<file path="config.mk">
export PLATFORM = sky130hd
export DESIGN_NAME = spi_chain_host
export DESIGN_NICKNAME = d
export VERILOG_FILES = /design/src/rtl/spi_chain_pkg.sv /design/src/rtl/spi_chain_clkgen.sv /design/src/rtl/spi_chain_pack.sv /design/src/rtl/spi_chain_shift.sv /design/src/rtl/spi_chain_host.sv
export SDC_FILE = /design/constraint.sdc
export NUM_CORES = 1
export LEC_CHECK = 0
export CAP_MARGIN = 10
export CELL_PAD_IN_SITES_DETAIL_PLACEMENT = 1
export CELL_PAD_IN_SITES_GLOBAL_PLACEMENT = 2
export CORE_ASPECT_RATIO = 0.9
export CORE_UTILIZATION = 37
export CTS_CLUSTER_SIZE = 20
export DETAILED_ROUTE_END_ITERATION = 6
export PLACE_DENSITY_LB_ADDON = 0.2
export REMOVE_ABC_BUFFERS = 1
export SLEW_MARGIN = 10
export SYNTH_ARGS = -nofsm -noshare
export SYNTH_HDL_FRONTEND = slang
export SYNTH_SLANG_ARGS = --single-unit
</file>
<file path="constraint.sdc">
create_clock -name clk_i -period 2.2 [get_ports clk_i]
set_input_delay 0.33 -clock clk_i [delete_from_list [all_inputs] [get_ports clk_i]]
set_output_delay 0.33 -clock clk_i [all_outputs]
set_load 0.03 [all_outputs]
</file>
<file path="src/rtl/spi_chain_pkg.sv">
package spi_chain_pkg;
  typedef enum logic [2:0] {
    ST_IDLE,
    ST_LEAD,
    ST_SHIFT,
    ST_TAIL,
    ST_GAP
  } chain_state_e;

  function automatic logic frame_ok(int unsigned bits);
    return (bits == 24) || (bits == 32) || (bits == 40);
  endfunction
endpackage

</file>
<file path="src/rtl/spi_chain_clkgen.sv">
module spi_chain_clkgen #(
  parameter int unsigned HALF_DIV = 2
) (
  input  logic clk_i,
  input  logic rst_ni,
  input  logic en_i,
  output logic tick_o
);
  localparam int unsigned DIV_W = (HALF_DIV > 1) ? $clog2(HALF_DIV) : 1;

  logic [DIV_W-1:0] div_q;

  assign tick_o = en_i && (div_q == DIV_W'(HALF_DIV - 1));

  always_ff @(posedge clk_i or negedge rst_ni) begin
    if (!rst_ni)               div_q <= '0;
    else if (!en_i || tick_o)  div_q <= '0;
    else                       div_q <= div_q + 1'b1;
  end
endmodule

</file>
<file path="src/rtl/spi_chain_pack.sv">
module spi_chain_pack #(
  parameter int unsigned NODES      = 4,
  parameter int unsigned FRAME_BITS = 32,
  parameter int unsigned CMD_BITS   = 16
) (
  input  logic [NODES*CMD_BITS-1:0]   cmd_i,
  output logic [NODES*FRAME_BITS-1:0] img_o
);
  localparam int unsigned PAD_BITS = FRAME_BITS - CMD_BITS;

  // node k lands in slot k; top slot leaves the shifter first
  for (genvar k = 0; k < NODES; k++) begin : g_slot
    assign img_o[k*FRAME_BITS +: FRAME_BITS] = {{PAD_BITS{1'b0}}, cmd_i[k*CMD_BITS +: CMD_BITS]};
  end
endmodule

</file>
<file path="src/rtl/spi_chain_shift.sv">
module spi_chain_shift #(
  parameter int unsigned WIDTH = 128
) (
  input  logic             clk_i,
  input  logic             rst_ni,
  input  logic             load_i,
  input  logic [WIDTH-1:0] load_val_i,
  input  logic             shift_i,
  input  logic             sample_i,
  input  logic             miso_i,
  output logic             mosi_o,
  output logic [WIDTH-1:0] rx_o
);
  logic [WIDTH-1:0] tx_q, rx_q;

  always_ff @(posedge clk_i or negedge rst_ni) begin
    if (!rst_ni)      tx_q <= '0;
    else if (load_i)  tx_q <= load_val_i;
    else if (shift_i) tx_q <= {tx_q[WIDTH-2:0], 1'b0};
  end

  always_ff @(posedge clk_i or negedge rst_ni) begin
    if (!rst_ni)       rx_q <= '0;
    else if (sample_i) rx_q <= {rx_q[WIDTH-2:0], miso_i};
  end

  assign mosi_o = tx_q[WIDTH-1];
  assign rx_o   = rx_q;
endmodule

</file>
<file path="src/rtl/spi_chain_host.sv">
module spi_chain_host
  import spi_chain_pkg::*;
#(
  parameter int unsigned NODES      = 4,
  parameter int unsigned FRAME_BITS = 32,
  parameter int unsigned CMD_BITS   = 16,
  parameter int unsigned HALF_DIV   = 2,
  parameter int unsigned SYS_HZ     = 125_000_000,
  parameter int unsigned DATA_HZ    = 100_000
) (
  input  logic                        clk_i,
  input  logic                        rst_ni,
  input  logic                        start_i,
  input  logic                        read_i,
  input  logic [NODES*CMD_BITS-1:0]   cmd_i,
  output logic                        busy_o,
  output logic                        done_o,
  output logic [NODES*FRAME_BITS-1:0] rx_data_o,
  output logic                        cfg_err_o,
  output logic                        cs_no,
  output logic                        sclk_o,
  output logic                        mosi_o,
  input  logic                        miso_i
);
  localparam int unsigned TOTAL     = NODES * FRAME_BITS;
  localparam int unsigned CNT_W     = $clog2(TOTAL + 1);
  localparam int unsigned SCLK_HZ   = SYS_HZ / (2 * HALF_DIV);
  localparam int unsigned MAX_NODES = SCLK_HZ / (DATA_HZ * FRAME_BITS);
  localparam logic        CFG_BAD   = !frame_ok(FRAME_BITS) || (NODES > MAX_NODES);

  chain_state_e     state_q;
  logic [CNT_W-1:0] bit_q;
  logic             sclk_q, cs_n_q, rd_pend_q, done_q;
  logic [TOTAL-1:0] rx_out_q, rx_w, img_w, load_val_w;
  logic             tick_w, load_w, shift_w, sample_w;

  spi_chain_clkgen #(.HALF_DIV(HALF_DIV)) u_clkgen (
    .clk_i (clk_i),
    .rst_ni(rst_ni),
    .en_i  (state_q != ST_IDLE),
    .tick_o(tick_w)
  );

  spi_chain_pack #(.NODES(NODES), .FRAME_BITS(FRAME_BITS), .CMD_BITS(CMD_BITS)) u_pack (
    .cmd_i(cmd_i),
    .img_o(img_w)
  );

  // second pass of a read carries no-op frames
  assign load_val_w = (state_q == ST_GAP) ? '0 : img_w;
  assign load_w     = ((state_q == ST_IDLE) && start_i) || ((state_q == ST_GAP) && tick_w);
  assign sample_w   = tick_w && ((state_q == ST_LEAD) || ((state_q == ST_SHIFT) && !sclk_q));
  assign shift_w    = tick_w && (state_q == ST_SHIFT) && sclk_q;

  spi_chain_shift #(.WIDTH(TOTAL)) u_shift (
    .clk_i     (clk_i),
    .rst_ni    (rst_ni),
    .load_i    (load_w),
    .load_val_i(load_val_w),
    .shift_i   (shift_w),
    .sample_i  (sample_w),
    .miso_i    (miso_i),
    .mosi_o    (mosi_o),
    .rx_o      (rx_w)
  );

  always_ff @(posedge clk_i or negedge rst_ni) begin
    if (!rst_ni) begin
      state_q   <= ST_IDLE;
      bit_q     <= '0;
      sclk_q    <= 1'b0;
      cs_n_q    <= 1'b1;
      rd_pend_q <= 1'b0;
      done_q    <= 1'b0;
      rx_out_q  <= '0;
    end else begin
      done_q <= 1'b0;
      unique case (state_q)
        ST_IDLE: begin
          if (start_i) begin
            cs_n_q    <= 1'b0;
            bit_q     <= '0;
            rd_pend_q <= read_i;
            state_q   <= ST_LEAD;
          end
        end
        ST_LEAD: begin
          if (tick_w) begin
            sclk_q  <= 1'b1;
            bit_q   <= bit_q + 1'b1;
            state_q <= ST_SHIFT;
          end
        end
        ST_SHIFT: begin
          if (tick_w) begin
            if (sclk_q) begin
              sclk_q <= 1'b0;
              if (bit_q == CNT_W'(TOTAL)) state_q <= ST_TAIL;
            end else begin
              sclk_q <= 1'b1;
              bit_q  <= bit_q + 1'b1;
            end
          end
        end
        ST_TAIL: begin
          if (tick_w) begin
            cs_n_q <= 1'b1;
            if (rd_pend_q) begin
              rd_pend_q <= 1'b0;
              state_q   <= ST_GAP;
            end else begin
              rx_out_q <= rx_w;
              done_q   <= 1'b1;
              state_q  <= ST_IDLE;
            end
          end
        end
        ST_GAP: begin
          if (tick_w) begin
            cs_n_q  <= 1'b0;
            bit_q   <= '0;
            state_q <= ST_LEAD;
          end
        end
        default: state_q <= ST_IDLE;
      endcase
    end
  end

  assign busy_o    = (state_q != ST_IDLE);
  assign done_o    = done_q;
  assign rx_data_o = rx_out_q;
  assign cfg_err_o = CFG_BAD;
  assign cs_no     = cs_n_q;
  assign sclk_o    = sclk_q;
endmodule

</file>
=== Word-level counts from Yosys, hierarchy flattened ===
Index checks and enable logic that the tools add are counted.

* Output and inout port bits: 134
* Latch bits: 0
* Register bits after elaboration: 400
* Bits in writable memories: 0
* Bits of input ports: 69
* Word-level logic and storage cells: 82
* Memories kept: 0
* Bits in read-only memories: 0

* Order comparisons: 0
* Reductions and logical operators: 25
* Divide/modulo/power cells: 0
* Shifts and indexed selects: 0
* $mul: 0
* Add/subtract/negate cells: 2
* Eq/ne operators: 13
* Muxes and demuxes: 31
* Bitwise operators: 1

{| class="wikitable"
|+ Operators with widths
! cell !! number
|-
| $mux 128 || 2
|-
| $mux 112 || 1
|-
| $mux 8 || 5
|-
| $pmux 8 s4 || 1
|-
| $mux 3 || 8
|-
| $pmux 3 s5 || 1
|-
| $ne 2x2->1 const B || 7
|-
| $mux 1 || 10
|-
| $reduce_and 3->1 || 3
|-
| $add 8x1->8 const B || 1
|-
| $eq 8x8->1 const B || 1
|-
| $logic_and 1x1->1 || 7
|-
| $reduce_and 7->1 || 1
|-
| $eq 3x2->1 const B || 2
|-
| $reduce_and 6->1 || 1
|-
| $reduce_bool 2->1 || 3
|-
| $reduce_bool 3->1 || 2
|-
| $pmux 1 s2 || 2
|-
| $reduce_and 4->1 || 1
|-
| $reduce_bool 4->1 || 1
|-
| $eq 3x1->1 const B || 1
|-
| $eq 3x3->1 const B || 1
|-
| $logic_not 3->1 || 1
|-
| $logic_or 1x1->1 || 3
|-
| 5 further kinds || 6
|}

=== Longest topological paths before layout ===
Gate-level depths: netlist of the first run.

* Depth after elaboration: 6
* Depth in mapped cells: 8
* Gate-level depth less buffers: 6

=== By module ===
A second synthesis of the first run with hierarchy kept.

* Cells, all modules: 1472
* Area total of the unflattened synthesis: 18337.6 um^2

{| class="wikitable"
|+ By module, submodules not included
! module !! area each (um^2) !! cells each !! times used !! sequential area each (um^2)
|-
| spi_chain_shift || 10744.1 || 824 || 1 || 6406.1
|-
| spi_chain_host || 6587.6 || 516 || 1 || 3579.7
|-
| spi_chain_pack || 964.7 || 129 || 1 || 0.0
|-
| spi_chain_clkgen || 41.3 || 3 || 1 || 25.0
|}

=== Worst setup path before layout of the first run ===
No wires, ideal clock.

* Kind: register to register
* From: reg state_q[2]
* To: reg rx_out_q[0] (netlist: rx_data_o[0])
* Setup slack: 0.575 ns
* Required time: 2.073 ns
* Data arrival time: 1.497 ns
* Clock period less this slack: 1.625 ns
* Stages on the path, launching flop included: 7
* Buffers on the path: 2
* Cells stage by stage: dfrtp_1 nor2b_1 nand3_1 nor2_2 buf_4 buf_6 mux2_1

* Longest elaborated chain between the ends: 3
* Elaborated cells between the ends (all ways): 4

{| class="wikitable"
|+ Ends and longest elaborated chain
! what !! line !! text
|-
| from (decl) || spi_chain_host.sv:31 || <nowiki>chain_state_e state_q;</nowiki>
|-
| from (signal assigned) || spi_chain_host.sv:69 || <nowiki>state_q <= ST_IDLE;</nowiki>
|-
| from (signal assigned) || spi_chain_host.sv:84 || <nowiki>state_q <= ST_LEAD;</nowiki>
|-
| from (signal assigned) || spi_chain_host.sv:91 || <nowiki>state_q <= ST_SHIFT;</nowiki>
|-
| $reduce_bool 3->1 || spi_chain_host.sv:40 || <nowiki>.en_i (state_q != ST_IDLE),</nowiki>
|-
| $logic_and 1x1->1 || spi_chain_clkgen.sv:13 || <nowiki>assign tick_o = en_i && (div_q == DIV_W'(HALF_DIV - 1));</nowiki>
|-
| $reduce_and 3->1 (no line) * || n/a ||
|-
| to (signal assigned) || spi_chain_host.sv:112 || <nowiki>rx_out_q <= rx_w;</nowiki>
|-
| to (decl) || spi_chain_host.sv:34 || <nowiki>logic [TOTAL-1:0] rx_out_q, rx_w, img_w, load_val_w;</nowiki>
|}

Every way passes the cells marked *; elsewhere a longest branch is shown, timed or not.
A chain may end at the register's enable or synchronous reset.

=== Worst setup path after layout of the first run ===
* From: reg sclk_q (netlist: sclk_o)
* To: out sclk_o

{| class="wikitable"
|+ RTL lines
! what !! line !! text
|-
| from (decl) || spi_chain_host.sv:33 || <nowiki>logic sclk_q, cs_n_q, rd_pend_q, done_q;</nowiki>
|-
| from (signal assigned) || spi_chain_host.sv:71 || <nowiki>sclk_q <= 1'b0;</nowiki>
|-
| from (signal assigned) || spi_chain_host.sv:89 || <nowiki>sclk_q <= 1'b1;</nowiki>
|-
| from (signal assigned) || spi_chain_host.sv:97 || <nowiki>sclk_q <= 1'b0;</nowiki>
|-
| to (decl) || spi_chain_host.sv:21 || <nowiki>output logic sclk_o,</nowiki>
|}

No word-level cell between the ends.

==> results of run 1 <==
[power by group through the flow]
stage	Sequential (mW)	Clock [mW]	Combinational (mW)
floorplan	9.35	0	4.26
global placement	9.34	0	6.68
detailed placement	9.35	0	6.87
CTS	9.24	7.75	6.87
global route	9.36	8.02	7.35
finish	9.24	7.49	6.72
[per-stage QoR]
step           setup slack (ps)  hold WS (ps)  power [mW]
2_1_floorplan             -2710          34.4        13.6
3_3_place_gp                199           320        16.0
3_5_place_dp                115           322        16.2
4_1_cts                    19.0           278        23.9
5_1_grt                   0.994           315        24.7
6_report                   88.2           311        23.5
[layout by cell type (no fill, tap or decap), types with 6 or more instances in the layout]
| cell type | synthesis | layout |
|---|---|---|
| clkdlybuf4s50_1 | 0 | 199 |
| nand2_1 | 457 | 457 |
| dfrtp_1 | 399 | 397 |
| clkinv_2 | 0 | 7 |
| o21ai_0 | 6 | 6 |
| clkbuf_1 | 13 | 7 |
| mux2_1 | 110 | 110 |
| a2bb2oi_2 | 60 | 60 |
| buf_4 | 7 | 29 |
| nor2_1 | 10 | 10 |
| a22o_1 | 65 | 65 |
| buf_12 | 0 | 22 |
| mux2_2 | 19 | 19 |
| o21ai_1 | 64 | 64 |
| clkbuf_8 | 0 | 12 |
| clkbuf_16 | 0 | 45 |
[sequential cells by signal (all words and copies together), names as in the netlist]
| signal | cells |
|---|---|
| bit_q | 8 |
| sclk_o | 1 |
| u_shift.tx_q | 128 |
| cs_no | 1 |
| rx_data_o | 128 |
| state_q | 3 |
| rd_pend_q | 1 |
| done_o | 1 |
| u_shift.rx_o | 128 |
| u_clkgen.div_q | 1 |
[worst reg2reg max path, delay by kind of cell, from the launching register on]
kind / cells / cell delay (ps)
and+or+nand+nor: 3 / 570
muxes: 1 / 360
buffers and inverters: 2 / 440
DFF: 1 / 460
[worst max-delay path by stage]
stage | startpoint | endpoint | slack, ps | depth (start not counted)
2_1_floorplan | state_q[1]$_DFFE_PN0P_ | rx_data_o[70]$_DFFE_PN0P_ | -2710 | 4
3_3_place_gp | state_q[2]$_DFFE_PN0P_ | rx_data_o[78]$_DFFE_PN0P_ | 200 | 6
3_5_place_dp | start_i | u_shift.tx_q[75]$_DFFE_PN0P_ | 110 | 6
4_1_cts | state_q[2]$_DFFE_PN0P_ | busy_o | 20 | 4
5_1_grt | sclk_o$_DFFE_PN0P_ | sclk_o | 1 | 1
6_report | sclk_o$_DFFE_PN0P_ | sclk_o | 90 | 1
[kinds of logic after synthesis]
kind of cell             synth area share
AND/OR/NAND/NOR                     0.121
flip-flops                          0.621
AO/OA/AOI/OAI                       0.124
multiplexers                       0.0919
buffers and inverters              0.0385
XOR/XNOR                          0.00163
adder cells (fa/ha/maj)           0.00155
other                            0.000233
[timing repair]
| action | CTS | global route |
|---|---|---|
| resized for setup | 3 | 2 |
| endpoints found under the hold margin | 37 | 0 |
| endpoints found under the setup margin | 1 | 1 |
| hold buffers | 1 | 0 |
[layout make-up]
class                      instances  area, um^2  share of cell area
sequential                       400       10000               0.491
multi-input combinational        851        5530               0.271
timing repair buffer             253        2680               0.131
clock buffer                      64        1320              0.0646
tap                              555         694              0.0340
clock inverter                    14         159             0.00779
inverter                           5        18.8            0.000920
[metal layers]
metal / up-vias / share of wire
li1: 4968 / -
met1: 5424 / 0.48
met2: 179 / 0.47
met3: 46 / 0.035
met4: 0 / 0.016
met5: - / 0
==> metrics.txt, run 1 <==
syn avg cell area 12.0 um^2; Post-route DRC 0; Area after DPL between 15000 and 20000 um^2; core area approximately 43000 um^2; CP delay by family, top buffers and inverters; Synth Instances roughly 1300; postcts setup bufs 0; worst-margin pin slew about 540 ps; status completed; Die Height around 200 um; fin. max-slew vios 0; GRT overflow 0; number of synthesis warnings 0; Slew headroom 0.642; Antenna Violating Nets Remaining 0; CP Launch Type flop; switching share of power 0.319; Reg2Reg Capture Point rx_data_o[11]$_DFFE_PN0P_; sequential share of the synthesized area 0.621; M2 GR Usage 0.276; full die area around 44000 um^2; Pleak between 9 and 10 nW; std cell rows 72; Post-synth ARST share 1.00; Hold Crit Class in -> reg; largest area contributor in the netlist dfrtp_1; Critical-path top delay cell clkdlybuf4s50_1; routing usage on met3 0.0287; hold endpoint u_shift.rx_o[0]$_DFFE_PN0P_; first-pass GRT wire length slightly above 60000 um; Initial Util 0.375; I/O Buffers around 200; Worst Hold Launch miso_i; placed cells a little over 2000; sum of buffers and inverters on the critical path 1; switching power between 7 and 8 mW; Worst-Skew Late Latency between 500 and 600 ps; f_max ~0.47 GHz; total track usage 0.172; Longest Clk Path Bufs 3; via count about 11000; Main synth FF type dfrtp_1; reg2reg setup slack between 200 and 250 ps; DIE WIDTH 222 um; Final Hold Fails 0; Area Growth Syn to Fin 26.6%; largest net degree at the start of global routing 69; top cell type's share of synthesized area 0.619; Avg WL per Cell about 17 um; fill cell count around 4500; Non-Filler Instances between 2000 and 2500; CTS clock-pin slew for the worst setup and hold paths roughly 60 ps; first-pass detailed-route iteration total 4; largest cells by area after synthesis dfrtp_1, nand2_1, mux2_1, a2bb2oi_2, a22o_1; Worst R2R Path Depth 6; CP Class reg -> out; sequential share of power 0.394; Worst path max stage delay between 700 and 800 ps; 1st-iter DRT viols between 600 and 700; Clock power frac 0.320; share of layout cells above drive strength 1 0.139; IO Pins around 200; combinational cell fraction of total power 0.286; Critical Path AT between 1500 and 2000 ps; CTS root buf clkbuf_16; count leader, synth nand2_1; synthesized cell area around 16000 um^2; min Tclk post-route approximately 2100 ps; nets roughly 1600; CTS tree yes; vias in the first global route between 10000 and 15000; vias per cell 4.96; Critical Path RT around 1900 ps; GP Congestion 0.711; Post-DP HPWL ~24000 um; synthesis-stage register bit count 400; maxcap violations 0; final wirelength 36800 um; cts bufs inserted 44; post-synthesis cell type count 49; RSZ-0062 raised after global routing no; crit end category output port; power per cell area approximately 1100 nW/um^2; clock skew slightly above 20 ps; VDD IR-drop max about 570 uV; initial antenna violation count 0; Final Util 0.475; post-layout instance area roughly 20000 um^2; final setup violating endpoints 0; Final period util 0.960; Setup Total Neg Slack 0 ps; H-tree Lvls 2; Post-synth EDFFs 0; ANT cells 0; commonest cells in the netlist nand2_1, dfrtp_1, mux2_1; Pint 16.0 mW; global routing's busiest layer met2; crit path cell chain clkdlybuf4s50_1; met1 Usage GRT 0.240; Min-Delay Path Depth 3; r2r startpoint state_q[2]$_DFFE_PN0P_; crit path max fanout 7; CTS sink cnt 400
Power figures use the tool's default switching activity.
==> inputs of run 2 (changes only) <==
Settings changed: CTS_CLUSTER_DIAMETER from default to 200.
==> metrics.txt, run 2 (same netlist as run 1, synthesis figures left out) <==
Critical Path AT 1750 ps (was 1780 ps); final setup violating endpoints 0 (unchanged); min Tclk post-route 2080 ps (was 2110 ps); via count 10381 (was 10617); I/O Buffers 201 (unchanged); Post-DP HPWL 23900 um (unchanged); Setup Total Neg Slack 0 ps (unchanged); Die Height 200 um (unchanged); Area after DPL 18900 um^2 (unchanged); vias in the first global route 10922 (was 11229); worst-margin pin slew 524 ps (was 537 ps); Avg WL per Cell 17.0 um (was 17.2 um); clock skew 27.0 ps (was 20.3 ps); GRT overflow 0 (unchanged); sum of buffers and inverters on the critical path 1 (unchanged); fin. max-slew vios 0 (unchanged); IO Pins 203 (unchanged); Critical Path Start cs_no$_DFFE_PN1P_ (was sclk_o$_DFFE_PN0P_); Hold Crit Class in -> async (was in -> reg); Final Util 0.455 (was 0.475); first-pass GRT wire length 59900 um (was 61600 um); 1st-iter DRT viols 562 (was 633); Worst-Skew Late Latency 560 ps (was 570 ps); Final Hold Fails 0 (unchanged); crit end category output port (unchanged); Critical-path top delay cell clkdlybuf4s50_1 (unchanged); reg2reg setup slack 260 ps (was 240 ps); largest net degree at the start of global routing 69 (unchanged); crit path max fanout 3 (was 7); Critical Path RT 1870 ps (about the same); core area 43000 um^2 (unchanged); most frequent cells in the layout nand2_1, dfrtp_1, clkdlybuf4s50_1 (unchanged); CP Depth 1 (unchanged); final wirelength 35700 um (was 36800 um); r2r startpoint state_q[2]$_DFFE_PN0P_ (unchanged); Worst R2R Path Depth 6 (unchanged); nets 1605 (was 1626); maxcap violations 0 (unchanged); f_max 0.480 GHz (was 0.474 GHz); full die area 44400 um^2 (unchanged); cts bufs inserted 23 (was 44); vias per cell 4.95 (was 4.96); postcts setup bufs 0 (unchanged); CTS sink cnt 400 (unchanged); Initial Util 0.375 (unchanged); VDD IR-drop max 468 uV (was 569 uV); share of layout cells above drive strength 1 0.112 (was 0.139); CTS clock-pin slew for the worst setup and hold paths 90 ps (was 60 ps); RSZ-0062 raised after global routing no (unchanged); CTS tree yes (unchanged); total track usage 0.165 (was 0.172); std cell rows 72 (unchanged); post-layout instance area 19500 um^2 (was 20400 um^2); CP Class reg -> out (unchanged); crit path cell chain clkdlybuf4s50_1 (unchanged); Worst path max stage delay 660 ps (was 730 ps); Reg2Reg Capture Point rx_data_o[14]$_DFFE_PN0P_ (was rx_data_o[11]$_DFFE_PN0P_); Final period util 0.946 (was 0.960); CP Launch Type flop (unchanged); Post-route DRC 0 (unchanged); first-pass detailed-route iteration total 4 (unchanged); Slew headroom 0.651 (was 0.642); worst setup path endpoint cs_no (was sclk_o); Area Growth Syn to Fin 21.2% (was 26.6%); CTS root buf clkbuf_16 (unchanged); CP delay by family, top buffers and inverters (unchanged); GP Congestion 0.711 (unchanged); commonest non-fill, non-tap cell in the layout nand2_1 (unchanged); H-tree Lvls 1 (was 2); initial antenna violation count 0 (unchanged); DIE WIDTH 222 um (unchanged); status completed (unchanged); Pleak 9.52 nW (was 9.95 nW); power per cell area 1030 nW/um^2 (was 1150 nW/um^2); ANT cells 0 (unchanged); Longest Clk Path Bufs 3 (unchanged); Antenna Violating Nets Remaining 0 (unchanged)
==> run 2: cell count changes in the layout (fill, tap and decap cells not counted) <==
cell	change
dlymetal6s2s_1	+1
clkinv_2	-7
bufinv_16	-3
clkdlybuf4s50_1	-1
inv_6	-2
clkinvlp_4	-1
clkbuf_8	-12
clkbuf_1	+1
clkbuf_16	-22
==> run 2: what timing repair did <==
action | 4_1_cts | 5_1_grt
hold endpoints to repair | 37 | 0
hold buffers | 1 | 0
resized for setup | 3 | 3
endpoints found under the setup margin | 1 | 2
==> run 2: worst min-delay path by stage <==
stage,start,endpoint,cells after the start
detailed placement,rst_ni,rx_data_o[108]$_DFFE_PN0P_,1
finish,rst_ni,rx_data_o[108]$_DFFE_PN0P_,2
global placement,rst_ni,rx_data_o[109]$_DFFE_PN0P_,1
floorplan,rst_ni,bit_q[0]$_DFFE_PN0P_,0
global route,cmd_i[26],u_shift.tx_q[42]$_DFFE_PN0P_,3
CTS,miso_i,u_shift.rx_o[0]$_DFFE_PN0P_,3
==> run 2: cell type report <==
| class | count | area, um^2 |
|---|---|---|
| tap | 555 | 694 |
| inverter | 5 | 18.8 |
| timing repair buffer | 253 | 2680 |
| fill | 4576 | 23400 |
| clock buffer | 31 | 606 |
| multi-input combinational | 851 | 5530 |
| clock inverter | 1 | 8.76 |
| sequential | 400 | 10000 |
==> run 2: metrics by stage <==
step | cells | setup slack [ps] | hold WS (ps) | power [mW]
5_1_grt | 2096 | 37.5 | 316 | 21.5
3_3_place_gp | 2063 | 199 | 320 | 16.0
6_report | 2096 | 119 | 320 | 20.2
4_1_cts | 2096 | 29.4 | 287 | 20.6
3_5_place_dp | 2063 | 115 | 322 | 16.2
2_1_floorplan | 1256 | -2710 | 34.4 | 13.6
==> run 2: layer usage <==
metal,routed length [um],vias up,share of wire,GRT usage
met5,0,-,0,0
met4,563,0,0.016,0.0327
met3,874,34,0.025,0.0208
li1,-,4888,-,-
met1,17500,5331,0.49,0.236
met2,16700,128,0.47,0.271
==> run 2: report_power, final <==
group          internal (mW)  switching, mW
Clock                   1.93           2.38
Sequential              8.39          0.824
Combinational           3.06           3.64
Total                   13.4           6.85
